==> src/rtl/rxaf_pkg.sv <==
package rxaf_pkg;

  // Reflected form of the frame check polynomial
  localparam logic [31:0] CRC_POLY_REFL = 32'hEDB88320;
  localparam logic [31:0] CRC_SEED      = 32'hFFFFFFFF;

  typedef enum logic [1:0] {
    AK_PHYS  = 2'b00,
    AK_MCAST = 2'b01,
    AK_BCAST = 2'b10
  } addr_kind_e;

  // One byte through the bit-serial CRC, least-significant bit first
  function automatic logic [31:0] crc_step_byte(input logic [31:0] c_in,
                                                input logic [7:0]  d);
    logic [31:0] r;
    logic        fb;
    r = c_in;
    for (int i = 0; i < 8; i++) begin
      fb = r[0] ^ d[i];
      r  = {1'b0, r[31:1]};
      if (fb) r = r ^ CRC_POLY_REFL;
    end
    return r;
  endfunction

endpackage

==> src/rtl/rxaf_capture.sv <==
module rxaf_capture #(
  parameter int ADDR_BYTES = 6,
  parameter int HASH_BITS  = 6
) (
  input  logic                             clk,
  input  logic                             rst_n,
  input  logic                             rx_valid,
  input  logic                             rx_sof,
  input  logic [7:0]                       rx_byte,
  output logic [ADDR_BYTES-1:0][7:0]       addr_q,
  output logic [HASH_BITS-1:0]             hash_q,
  output logic                             done_q,
  output logic                             busy
);
  import rxaf_pkg::*;

  localparam int CW = $clog2(ADDR_BYTES + 1);

  logic [CW-1:0] cnt_q;
  logic [31:0]   crc_q;
  logic          take;
  logic [CW-1:0] slot;
  logic [31:0]   crc_base;
  logic [31:0]   crc_next;
  logic          last_byte;

  // A byte is taken on a start marker, or while the address is incomplete
  assign take      = rx_valid && (rx_sof || (cnt_q != '0 && cnt_q != CW'(ADDR_BYTES)));
  assign slot      = rx_sof ? '0 : cnt_q;
  assign crc_base  = rx_sof ? CRC_SEED : crc_q;
  assign crc_next  = crc_step_byte(crc_base, rx_byte);
  assign last_byte = take && (slot == CW'(ADDR_BYTES - 1));
  assign busy      = (cnt_q != '0) && (cnt_q != CW'(ADDR_BYTES));
  assign hash_q    = crc_q[31 -: HASH_BITS];

  always_ff @(posedge clk) begin
    if (!rst_n) begin
      cnt_q  <= '0;
      crc_q  <= CRC_SEED;
      done_q <= 1'b0;
      addr_q <= '0;
    end else begin
      done_q <= last_byte;
      if (take) begin
        cnt_q <= slot + CW'(1);
        crc_q <= crc_next;
        for (int g = 0; g < ADDR_BYTES; g++) begin
          if (slot == CW'(g)) addr_q[g] <= rx_byte;
        end
      end
    end
  end

endmodule

==> src/rtl/rxaf_cfg_regs.sv <==
module rxaf_cfg_regs #(
  parameter int ADDR_BYTES = 6,
  parameter int HASH_BITS  = 6,
  parameter int CFG_AW     = 4
) (
  input  logic                         clk,
  input  logic                         rst_n,
  input  logic                         cfg_we,
  input  logic [CFG_AW-1:0]            cfg_addr,
  input  logic [7:0]                   cfg_wdata,
  input  logic                         lock,
  output logic [ADDR_BYTES-1:0][7:0]   sta_q,
  output logic [(1<<HASH_BITS)-1:0]    tbl_q
);

  localparam int TBL_ENTRIES = 1 << HASH_BITS;
  localparam int TBL_BYTES   = TBL_ENTRIES / 8;
  localparam int TBL_BASE    = 1 << $clog2(ADDR_BYTES);

  logic [TBL_BYTES-1:0][7:0] tbl_b;
  logic                      wr_ok;

  assign wr_ok = cfg_we && !lock;
  assign tbl_q = tbl_b;

  always_ff @(posedge clk) begin
    if (!rst_n) begin
      sta_q <= '0;
      tbl_b <= '0;
    end else if (wr_ok) begin
      for (int g = 0; g < ADDR_BYTES; g++) begin
        if (cfg_addr == CFG_AW'(g)) sta_q[g] <= cfg_wdata;
      end
      for (int t = 0; t < TBL_BYTES; t++) begin
        if (cfg_addr == CFG_AW'(TBL_BASE + t)) tbl_b[t] <= cfg_wdata;
      end
    end
  end

endmodule

==> src/rtl/rxaf_decide.sv <==
module rxaf_decide #(
  parameter int ADDR_BYTES = 6,
  parameter int HASH_BITS  = 6
) (
  input  logic [ADDR_BYTES-1:0][7:0]   addr,
  input  logic [ADDR_BYTES-1:0][7:0]   sta,
  input  logic [(1<<HASH_BITS)-1:0]    tbl,
  input  logic [HASH_BITS-1:0]         hash,
  input  logic                         promisc,
  input  logic                         phys_en,
  input  logic                         bcast_en,
  input  logic                         mcast_en,
  output logic                         accept,
  output logic [1:0]                   kind
);
  import rxaf_pkg::*;

  logic [ADDR_BYTES-1:0] byte_eq;
  logic [ADDR_BYTES-1:0] byte_ones;
  logic                  is_bcast;
  logic                  is_group;
  logic                  sta_hit;
  logic                  hash_hit;
  addr_kind_e            kind_e;

  for (genvar g = 0; g < ADDR_BYTES; g++) begin : g_cmp
    assign byte_eq[g]   = (addr[g] == sta[g]);
    assign byte_ones[g] = &addr[g];
  end

  assign is_bcast = &byte_ones;
  assign is_group = addr[0][0];
  assign sta_hit  = &byte_eq;
  assign hash_hit = tbl[hash];

  always_comb begin
    if (is_bcast)      kind_e = AK_BCAST;
    else if (is_group) kind_e = AK_MCAST;
    else               kind_e = AK_PHYS;
  end

  always_comb begin
    unique case (kind_e)
      AK_BCAST: accept = promisc || bcast_en;
      AK_MCAST: accept = promisc || (mcast_en && hash_hit);
      default:  accept = promisc || (phys_en && sta_hit);
    endcase
  end

  assign kind = kind_e;

endmodule

==> src/rtl/rxaddr_filter.sv <==
module rxaddr_filter #(
  parameter int ADDR_BYTES = 6,
  parameter int HASH_BITS  = 6,
  parameter int CFG_AW     = 4
) (
  input  logic              clk,
  input  logic              rst_n,
  input  logic              rx_valid,
  input  logic              rx_sof,
  input  logic [7:0]        rx_byte,
  input  logic              cfg_we,
  input  logic [CFG_AW-1:0] cfg_addr,
  input  logic [7:0]        cfg_wdata,
  input  logic              mode_promisc,
  input  logic              mode_phys_en,
  input  logic              mode_bcast_en,
  input  logic              mode_mcast_en,
  output logic              dec_valid,
  output logic              dec_accept,
  output logic [1:0]        dec_type
);

  localparam int TBL_ENTRIES = 1 << HASH_BITS;

  logic [ADDR_BYTES-1:0][7:0] addr_w;
  logic [ADDR_BYTES-1:0][7:0] sta_w;
  logic [TBL_ENTRIES-1:0]     tbl_w;
  logic [HASH_BITS-1:0]       hash_w;
  logic                       done_w;
  logic                       busy_w;
  logic                       acc_w;
  logic [1:0]                 kind_w;

  rxaf_capture #(.ADDR_BYTES(ADDR_BYTES), .HASH_BITS(HASH_BITS)) u_cap (
    .clk      (clk),
    .rst_n    (rst_n),
    .rx_valid (rx_valid),
    .rx_sof   (rx_sof),
    .rx_byte  (rx_byte),
    .addr_q   (addr_w),
    .hash_q   (hash_w),
    .done_q   (done_w),
    .busy     (busy_w)
  );

  rxaf_cfg_regs #(.ADDR_BYTES(ADDR_BYTES), .HASH_BITS(HASH_BITS), .CFG_AW(CFG_AW)) u_cfg (
    .clk       (clk),
    .rst_n     (rst_n),
    .cfg_we    (cfg_we),
    .cfg_addr  (cfg_addr),
    .cfg_wdata (cfg_wdata),
    .lock      (busy_w),
    .sta_q     (sta_w),
    .tbl_q     (tbl_w)
  );

  rxaf_decide #(.ADDR_BYTES(ADDR_BYTES), .HASH_BITS(HASH_BITS)) u_dec (
    .addr     (addr_w),
    .sta      (sta_w),
    .tbl      (tbl_w),
    .hash     (hash_w),
    .promisc  (mode_promisc),
    .phys_en  (mode_phys_en),
    .bcast_en (mode_bcast_en),
    .mcast_en (mode_mcast_en),
    .accept   (acc_w),
    .kind     (kind_w)
  );

  assign dec_valid  = done_w;
  assign dec_accept = done_w && acc_w;
  assign dec_type   = kind_w;

endmodule

==> config.mk <==
export PLATFORM = sky130hd
export DESIGN_NAME = rxaddr_filter
export DESIGN_NICKNAME = d
export VERILOG_FILES = /design/src/rtl/rxaf_pkg.sv /design/src/rtl/rxaf_capture.sv /design/src/rtl/rxaf_cfg_regs.sv /design/src/rtl/rxaf_decide.sv /design/src/rtl/rxaddr_filter.sv
export SDC_FILE = /design/constraint.sdc
export NUM_CORES = 1
export LEC_CHECK = 0
export ABC_AREA = 1
export ABC_CLOCK_PERIOD_IN_PS = 2800
export BUFFER_PORTS_ARGS = -buffer_cell sky130_fd_sc_hd__buf_2
export CAP_MARGIN = 0
export CELL_PAD_IN_SITES_DETAIL_PLACEMENT = 1
export CELL_PAD_IN_SITES_GLOBAL_PLACEMENT = 1
export CORE_ASPECT_RATIO = 1.4
export CORE_UTILIZATION = 40
export CTS_BUF_LIST = sky130_fd_sc_hd__clkbuf_4 sky130_fd_sc_hd__clkbuf_8
export CTS_CLUSTER_SIZE = 25
export DETAILED_ROUTE_END_ITERATION = 8
export PLACE_DENSITY = 0.69
export SKIP_LAST_GASP = 1
export SYNTH_ARGS = -nofsm -noshare
export SYNTH_HDL_FRONTEND = slang
export SYNTH_SLANG_ARGS = --single-unit
==> constraint.sdc <==
create_clock -name clk -period 2.8 [get_ports clk]
set_input_delay 0.28 -clock clk [delete_from_list [all_inputs] [get_ports clk]]
set_output_delay 0.28 -clock clk [all_outputs]
set_load 0.005 [all_outputs]
==> flow_summary.toml, run 1 <==
[clock_tree]
post-cts-setup-buffers = 0
clock_sinks = 196
clk_latency_ns = 0.50
clock_path_buffers = 2
ctsRootBufferMaster = "clkbuf_8"
cts_tree = "built"
clkSlewWorstSetupHoldPaths_ns = 0.12
numCtsBuffers = 17
htreeDepth = 4

[pwr]
p_leak_nw = 3.97
p_clk_frac = 0.305
p_per_area_nw_per_um2 = 602
switching_power_mw = 2.02
internal_power_mw = 4.00
pwr-share-comb = 0.195
swShare = 0.336
seq_power_share = 0.499
ir_drop_mv = 0.328

[placed_design]
dp.cells = 1530
dp_slack_ns = 0.415
post-dp-hpwl_um = 20300
port_buffers = 32
gp_congestion = 0.844

[worst_setup_path]
endpoint = "dec_accept"
cp_max_fo = 20
startpoint_type = "flop"
startpoint = "u_cap.crc_q[26]"
ff2ff_path_depth = 8
worstSetupPathType = "reg -> out"
r2r_start = "u_cap.crc_q[0]"
crit_arrival_ns = 2.31
required_ns = 2.52
crit_path_end_kind = "output port"
reg2reg_to = "u_cap.crc_q[28]"
ff2ff_setup_slack_ns = 0.74

[yosys]
ys.flop_type = "dfxtp_1"
ys_seq_elements = 196
synth_top_area_share = 0.429
syn_inst = 1243
ys_top_cells_by_area = "dfxtp_1 (43%), a21oi_1 (11%), o21ai_0 (11%)"
yosys.area.top_type = "dfxtp_1"
synth_area_per_cell_um2 = 7.35
ys_top_cells_by_count = "nand2_1 (199), a21oi_1 (197), dfxtp_1 (196)"
ys_types = 36
synth.net_count = 1277
synth.cell_area_um2 = 9140
synth_edf_count = 0
synthArstFlopShare = 0
synth_warnings = 0
ys_seq_area_frac = 0.429
yosysMostFrequentCell = "nand2_1"

[timing]
timing.slew.headroom = 0.438
grt_setup_unrepaired = "false"
worst_pin_slew_ns = 0.842
hold_viol_final = 0
setup_viol = 0
slew_violations = 0
whs_ns = 0.191
period_needed_ns = 2.59
timing.final.crit_share = 0.925
fin_ws_ns = 0.209
setup_tns_ns = 0
finClkSkew_ns = 0.0177
fmax_mhz = 386

[detailed_routing]
drt-total-wl_um = 29600
drc = 0
first_pass_iters = 4
vias = 8344
avgRoutedWirePerCell_um = 18.9
ant_nets = 0
drt_iter0_drc = 451
viasPerCell = 5.34

[final_layout]
final_core_util = 0.446
instances_no_fill = 1562
syn_to_final_growth_pct = 9.54
diodes = 0
drive_gt1_frac = 0.0967
fill_cells = 2895
regArea_um2 = 3930
final_nets = 1282
multi_input_area_um2 = 4510

[floorplanning]
core_um2 = 22400
die_height_um = 181
dieArea_um2 = 23500
start_util = 0.407
rows = 65
die_w_um = 130
ios = 33

[grt]
grt_pass1_vias = 8279
grt_pass1_wl_um = 46200
grt_max_degree = 109
antenna_found_initial = 0
grt_use_total = 0.263
gr-total-overflow = 0

[outcome]
status = "completed"

[min_path]
hp-class = "in -> reg"

[job]
maxCapViolations = 0
==> timing repair <==
item                                    4_1_cts  5_1_grt
pin swaps                                     0        0
endpoints found under the setup margin        1        1
hold buffers                                  0        0
resized for setup                             2       13
==> power groups by stage <==
| stage | Sequential (mW) | Combinational [mW] | Clock (mW) |
|---|---|---|---|
| after floorplan | 3.03 | 0.844 | 0 |
| after CTS | 3.00 | 1.18 | 1.89 |
| after detailed placement | 3.07 | 1.17 | 0 |
| final | 3.01 | 1.18 | 1.84 |
| after global routing | 3.02 | 1.32 | 1.99 |
| after global placement | 3.06 | 1.15 | 0 |
==> logic make-up after synthesis <==
family                   Yosys count  synth area share
adder cells (fa/ha/maj)            5           0.00685
buffers and inverters            180            0.0780
AND/OR/NAND/NOR                  385             0.182
AO/OA/AOI/OAI                    410             0.228
XOR/XNOR                          67            0.0757
flip-flops                       196             0.429
==> final cells by class <==
class,instances,share of cell area
clock buffer,18,0.0247
clock inverter,14,0.0137
inverter,107,0.0407
multi-input combinational,867,0.451
sequential,196,0.392
tap,301,0.0376
timing repair buffer,59,0.0401
==> worst max-delay path, stage by stage (launching register included) <==
cell	delay [ns]
dfxtp_2	0.35
clkinv_1	0.08
buf_8	0.18
nand2_1	0.08
nand3_1	0.07
nand3_1	0.09
nand2_1	0.12
nand2_1	0.07
nand3_1	0.07
nand3_1	0.07
nand2_1	0.09
nand2_2	0.09
nand2_1	0.07
nand2_1	0.11
a21oi_1	0.14
buf_2	0.12
==> layer usage <==
metal	up-vias	global-route usage	wire length [um]
met5	-	0	0
met4	0	0.115	1040
met3	53	0.0394	729
met2	110	0.481	15700
met1	4037	0.297	12100
li1	4144	-	-
==> layout by cell type (no fill, tap or decap), drive strengths merged <==
master / count
nand2: 206
o21ai: 198
a21oi: 197
dfxtp: 196
inv: 111
nand3: 75
nor2: 69
buf: 59
xor2: 40
xnor2: 27
clkbuf: 18
nor3: 16
nand4: 10
o22ai: 10
clkinv: 7
ha: 5
or2: 5
nor4: 3
clkinvlp: 3
o211ai: 3
o221ai: 2
nand3b: 1
==> sequential cells by signal (all words and copies together) (netlist names) <==
register      cells
u_cap.cnt_q       3
u_cap.addr_q     48
u_cfg.tbl_q      64
u_cap.done_q      1
u_cfg.sta_q      48
u_cap.crc_q      32
==> stage by stage <==
step / cell area, um^2 / power, mW
after floorplan: 9140 / 3.87
after global placement: 9580 / 4.22
after detailed placement: 9580 / 4.24
after CTS: 9970 / 6.08
after global routing: 10000 / 6.33
final: 10000 / 6.02
==> worst min-delay path by stage <==
stage	startpoint	endpoint	slack (ns)	depth (start not counted)
3_5_place_dp	u_cap.crc_q[19]	u_cap.crc_q[19]	0.45	2
5_1_grt	rx_byte[4]	u_cap.addr_q[28]	0.19	3
4_1_cts	rx_byte[4]	u_cap.addr_q[28]	0.17	3
2_1_floorplan	u_cap.crc_q[13]	u_cap.crc_q[13]	0.44	2
6_report	rx_byte[4]	u_cap.addr_q[28]	0.19	3
3_3_place_gp	u_cap.crc_q[20]	u_cap.crc_q[20]	0.45	2
Power figures use the tool's default switching activity.
==> run 2, diff against run 1 <==
--- a/config.mk
+++ b/config.mk
@@ -8,3 +8,3 @@
 export ABC_AREA = 1
-export ABC_CLOCK_PERIOD_IN_PS = 2800
+export ABC_CLOCK_PERIOD_IN_PS = 3150
 export BUFFER_PORTS_ARGS = -buffer_cell sky130_fd_sc_hd__buf_2
==> constraint.sdc (replaced) <==
create_clock -name clk -period 3.15 [get_ports clk]
set_input_delay 0.1575 -clock clk [delete_from_list [all_inputs] [get_ports clk]]
set_output_delay 0.1575 -clock clk [all_outputs]
set_load 0.005 [all_outputs]
==> flow_summary.toml, run 2 (synthesis gave the netlist of run 1 again) <==
[outcome]
status = "completed"

[grt]
gr-total-overflow = 0
antenna_found_initial = 0
grt_max_degree = 100
grt_use_total = 0.263
grt_pass1_wl_um = 46400
grt_pass1_vias = 8265

[detailed_routing]
avgRoutedWirePerCell_um = 18.9
viasPerCell = 5.33
vias = 8291
drt-total-wl_um = 29400
drt_iter0_drc = 436
drc = 0
first_pass_iters = 5
ant_nets = 0

[timing]
fmax_mhz = 362
hold_viol_final = 0
period_needed_ns = 2.76
setup_tns_ns = 0
grt_setup_unrepaired = "false"
worst_pin_slew_ns = 0.877
timing.final.crit_share = 0.876
slew_violations = 0
finClkSkew_ns = 0.0107
setup_viol = 0
timing.slew.headroom = 0.415

[final_layout]
diodes = 0
syn_to_final_growth_pct = 8.73
final_cell_mix = "nand2_1 (199), a21oi_1 (197), dfxtp_1 (196)"
largest_register_ffs = 64
final_core_util = 0.443
final_nets = 1276
final_common_cell = "nand2_1"
fin_area_um2 = 9940
drive_gt1_frac = 0.0869

[worst_setup_path]
required_ns = 2.99
startpoint_type = "flop"
ff2ff_setup_slack_ns = 0.70
crit_arrival_ns = 2.60
crit_path_end_kind = "output port"
cp_max_fo = 17
worstSetupPathType = "reg -> out"

[job]
maxCapViolations = 0

[pwr]
p_per_area_nw_per_um2 = 544
ir_drop_mv = 0.267
p_leak_nw = 3.94

[floorplanning]
core_um2 = 22400
start_util = 0.407
dieArea_um2 = 23500
die_height_um = 181
rows = 65
ios = 33
die_w_um = 130

[placed_design]
dpl-instance-area_um2 = 9540
port_buffers = 32
post-dp-hpwl_um = 20100
gp_congestion = 0.840

[clock_tree]
clock_sinks = 196
htreeDepth = 4
ctsRootBufferMaster = "clkbuf_8"
clk_latency_ns = 0.48
post-cts-setup-buffers = 0
ctsHoldBuffers = 0
cts_tree = "built"
clock_path_buffers = 2
numCtsBuffers = 17
clkSlewWorstSetupHoldPaths_ns = 0.10

[min_path]
hp-class = "in -> reg"
run 2: cell count changes in the layout (fill, tap and decap cells not counted), moves of 2 or more:
cell	change
inv_8	-4
buf_4	-3
clkbuf_4	+3
clkinv_2	+3
dfxtp_1	+3
dfxtp_2	-3
bufinv_16	+2
clkinv_4	-2
run 2: final timing paths:
check | from | end | cells past startpoint
worst max-delay path | u_cap.crc_q[27] | dec_accept | 13
worst max register to register | u_cap.cnt_q[2] | u_cfg.tbl_q[53] | 9
worst min register to register | u_cap.crc_q[20] | u_cap.crc_q[20] | 2
worst min-delay path | rx_byte[0] | u_cap.addr_q[32] | 3
run 2: critical path, stage by stage (launching register included):
cell and delay (ns):
dfxtp_1 0.38, clkinvlp_4 0.39, nand3_1 0.24, nand3_1 0.10, nand2_1 0.13, nand2_1 0.06, nand3_1 0.09, nand3_1 0.07
nand2_1 0.07, nand2_1 0.13, nand2_1 0.09, nand2_1 0.10, a21oi_1 0.13, buf_2 0.12
run 2: report_power, final:
part	total, mW	internal (mW)	switching [mW]
logic	1.03	0.344	0.684
registers	2.67	2.59	0.0806
clock network	1.71	0.760	0.948
run 2: repair_timing:
action | in CTS | in global routing
hold endpoints to repair | 0 | 0
setup endpoints to repair | 0 | 1
resized for setup | 0 | 1
run 2: layout make-up:
type                       instances  area (um^2)
timing repair buffer              53          333
fill                            2878        12500
sequential                       196         3920
clock inverter                    11          126
clock buffer                      21          270
multi-input combinational        867         4500
inverter                         107          405
tap                              301          377
run 2: routing by layer:
metal  global-route usage  vias up  share of wire
met5                    0        -              0
met4                0.136        0          0.045
met3               0.0382       54          0.018
met2                0.462       87           0.51
li1                     -     4122              -
met1                0.305     4028           0.42
run 2: through the flow:
| stage | total power, mW | setup slack (ns) | std cells | hold WS, ns |
|---|---|---|---|---|
| floorplan | 3.44 | 1.08 | 1243 | 0.322 |
| global placement | 3.74 | 0.661 | 1524 | 0.451 |
| detailed placement | 3.76 | 0.526 | 1524 | 0.455 |
| CTS | 5.46 | 0.107 | 1556 | 0.0721 |
| global route | 5.68 | 0.194 | 1556 | 0.0883 |
| finish | 5.40 | 0.391 | 1556 | 0.103 |
==> run 3, diff against run 2 <==
CORE_UTILIZATION = 51   (was 40)
PLACE_DENSITY = 0.85   (was 0.69)
==> flow_summary.toml, run 3 (synthesis gave the netlist of run 1 again) <==
[pwr]
p_leak_nw = 3.90
ir_drop_mv = 0.240
p_per_area_nw_per_um2 = 544

[clock_tree]
htreeDepth = 4
clk_latency_ns = 0.48
ctsRootBufferMaster = "clkbuf_8"
ctsHoldBuffers = 0
clock_path_buffers = 2
cts_tree = "built"
cts_resized = 0
clkSlewWorstSetupHoldPaths_ns = 0.10
clock_sinks = 196
post-cts-setup-buffers = 0
numCtsBuffers = 17

[timing]
fmax_mhz = 366
hold_viol_final = 0
grt_setup_unrepaired = "false"
timing.final.crit_share = 0.868
fin_ws_ns = 0.416
period_needed_ns = 2.73
slew_violations = 0
setup_tns_ns = 0
finClkSkew_ns = 0.0103
whs_ns = 0.0675
setup_viol = 0
worst_pin_slew_ns = 0.971
timing.slew.headroom = 0.350

[grt]
grt_max_degree = 82
gr-total-overflow = 0
grt_pass1_vias = 8520
grt_pass1_wl_um = 45200
grt_use_total = 0.324
antenna_found_initial = 0

[placed_design]
port_buffers = 32
dpl-instance-area_um2 = 9410
dp.cells = 1454
gp_congestion = 0.880
dp_slack_ns = 0.732
post-dp-hpwl_um = 19600

[worst_setup_path]
required_ns = 2.99
startpoint_type = "flop"
cp_max_fo = 17
worstSetupPathType = "reg -> out"
crit_arrival_ns = 2.58
crit_path_end_kind = "output port"
ff2ff_setup_slack_ns = 0.68

[detailed_routing]
vias = 8456
viasPerCell = 5.69
first_pass_iters = 4
ant_nets = 0
drc = 0
avgRoutedWirePerCell_um = 19.4
drt-total-wl_um = 28900
drt_iter0_drc = 556

[floorplanning]
rows = 57
dieArea_um2 = 18500
core_um2 = 17500
start_util = 0.523
die_w_um = 115
die_height_um = 160
ios = 33

[final_layout]
final_nets = 1271
syn_to_final_growth_pct = 7.24
final_common_cell = "nand2_1"
drive_gt1_frac = 0.0824
fill_cells = 2273
largest_register_ffs = 64
fin_area_um2 = 9800
instances_no_fill = 1486
diodes = 0
final_cell_mix = "nand2_1 (199), a21oi_1 (197), dfxtp_1 (196)"

[outcome]
status = "completed"

[min_path]
hp-class = "in -> reg"

[job]
maxCapViolations = 0
-- run 3: area by class of cell --
cell class | instances | area (um^2) | share of cell area
Clock buffer | 17 | 234 | 0.0239
Tap cell | 236 | 295 | 0.0301
Inverter | 107 | 402 | 0.0410
Sequential cell | 196 | 3920 | 0.400
Multi-Input combinational cell | 867 | 4500 | 0.459
Clock inverter | 15 | 161 | 0.0165
Timing Repair Buffer | 48 | 283 | 0.0289
-- run 3: path summary, 6_finish.rpt --
kind,end,start,cells after the start
worst max-delay path,dec_accept,u_cap.crc_q[27],13
worst min-delay path,u_cap.crc_q[29],rst_n,2
worst min register to register,u_cap.crc_q[17],u_cap.crc_q[17],2
worst max register to register,u_cfg.sta_q[25],u_cap.cnt_q[2],9
-- run 3: report_power, final --
group / switching, mW / leakage [nW] / total [mW] / internal (mW)
Combinational: 0.688 / 2.11 / 1.03 / 0.340
Sequential: 0.0813 / 1.59 / 2.67 / 2.59
Clock: 1.03 / 0.204 / 1.63 / 0.601
-- run 3: critical path: stages, from the launching register on --
cell	delay, ns
dfxtp_1	0.36
clkinv_1	0.44
nand3_1	0.27
nand3_1	0.10
nand2_1	0.09
nand2_1	0.06
nand3_1	0.08
nand3_1	0.10
nand2_1	0.10
nand2_1	0.08
nand2_1	0.07
nand2_1	0.09
a21oi_1	0.13
buf_2	0.12
-- run 3: stage by stage --
| step | util | power, mW |
|---|---|---|
| floorplan | - | 3.44 |
| global placement | 0.538 | 3.70 |
| detailed placement | 0.538 | 3.74 |
| CTS | 0.561 | 5.36 |
| global route | 0.561 | 5.58 |
| finish | 0.561 | 5.33 |
-- run 3: layer usage --
layer | share of wire | vias up | wire length, um | track usage
met3 | 0.025 | 76 | 722 | 0.0449
li1 | - | 4112 | - | -
met1 | 0.39 | 4131 | 11400 | 0.357
met4 | 0.054 | 0 | 1550 | 0.183
met5 | 0 | - | 0 | 0
met2 | 0.53 | 137 | 15200 | 0.585
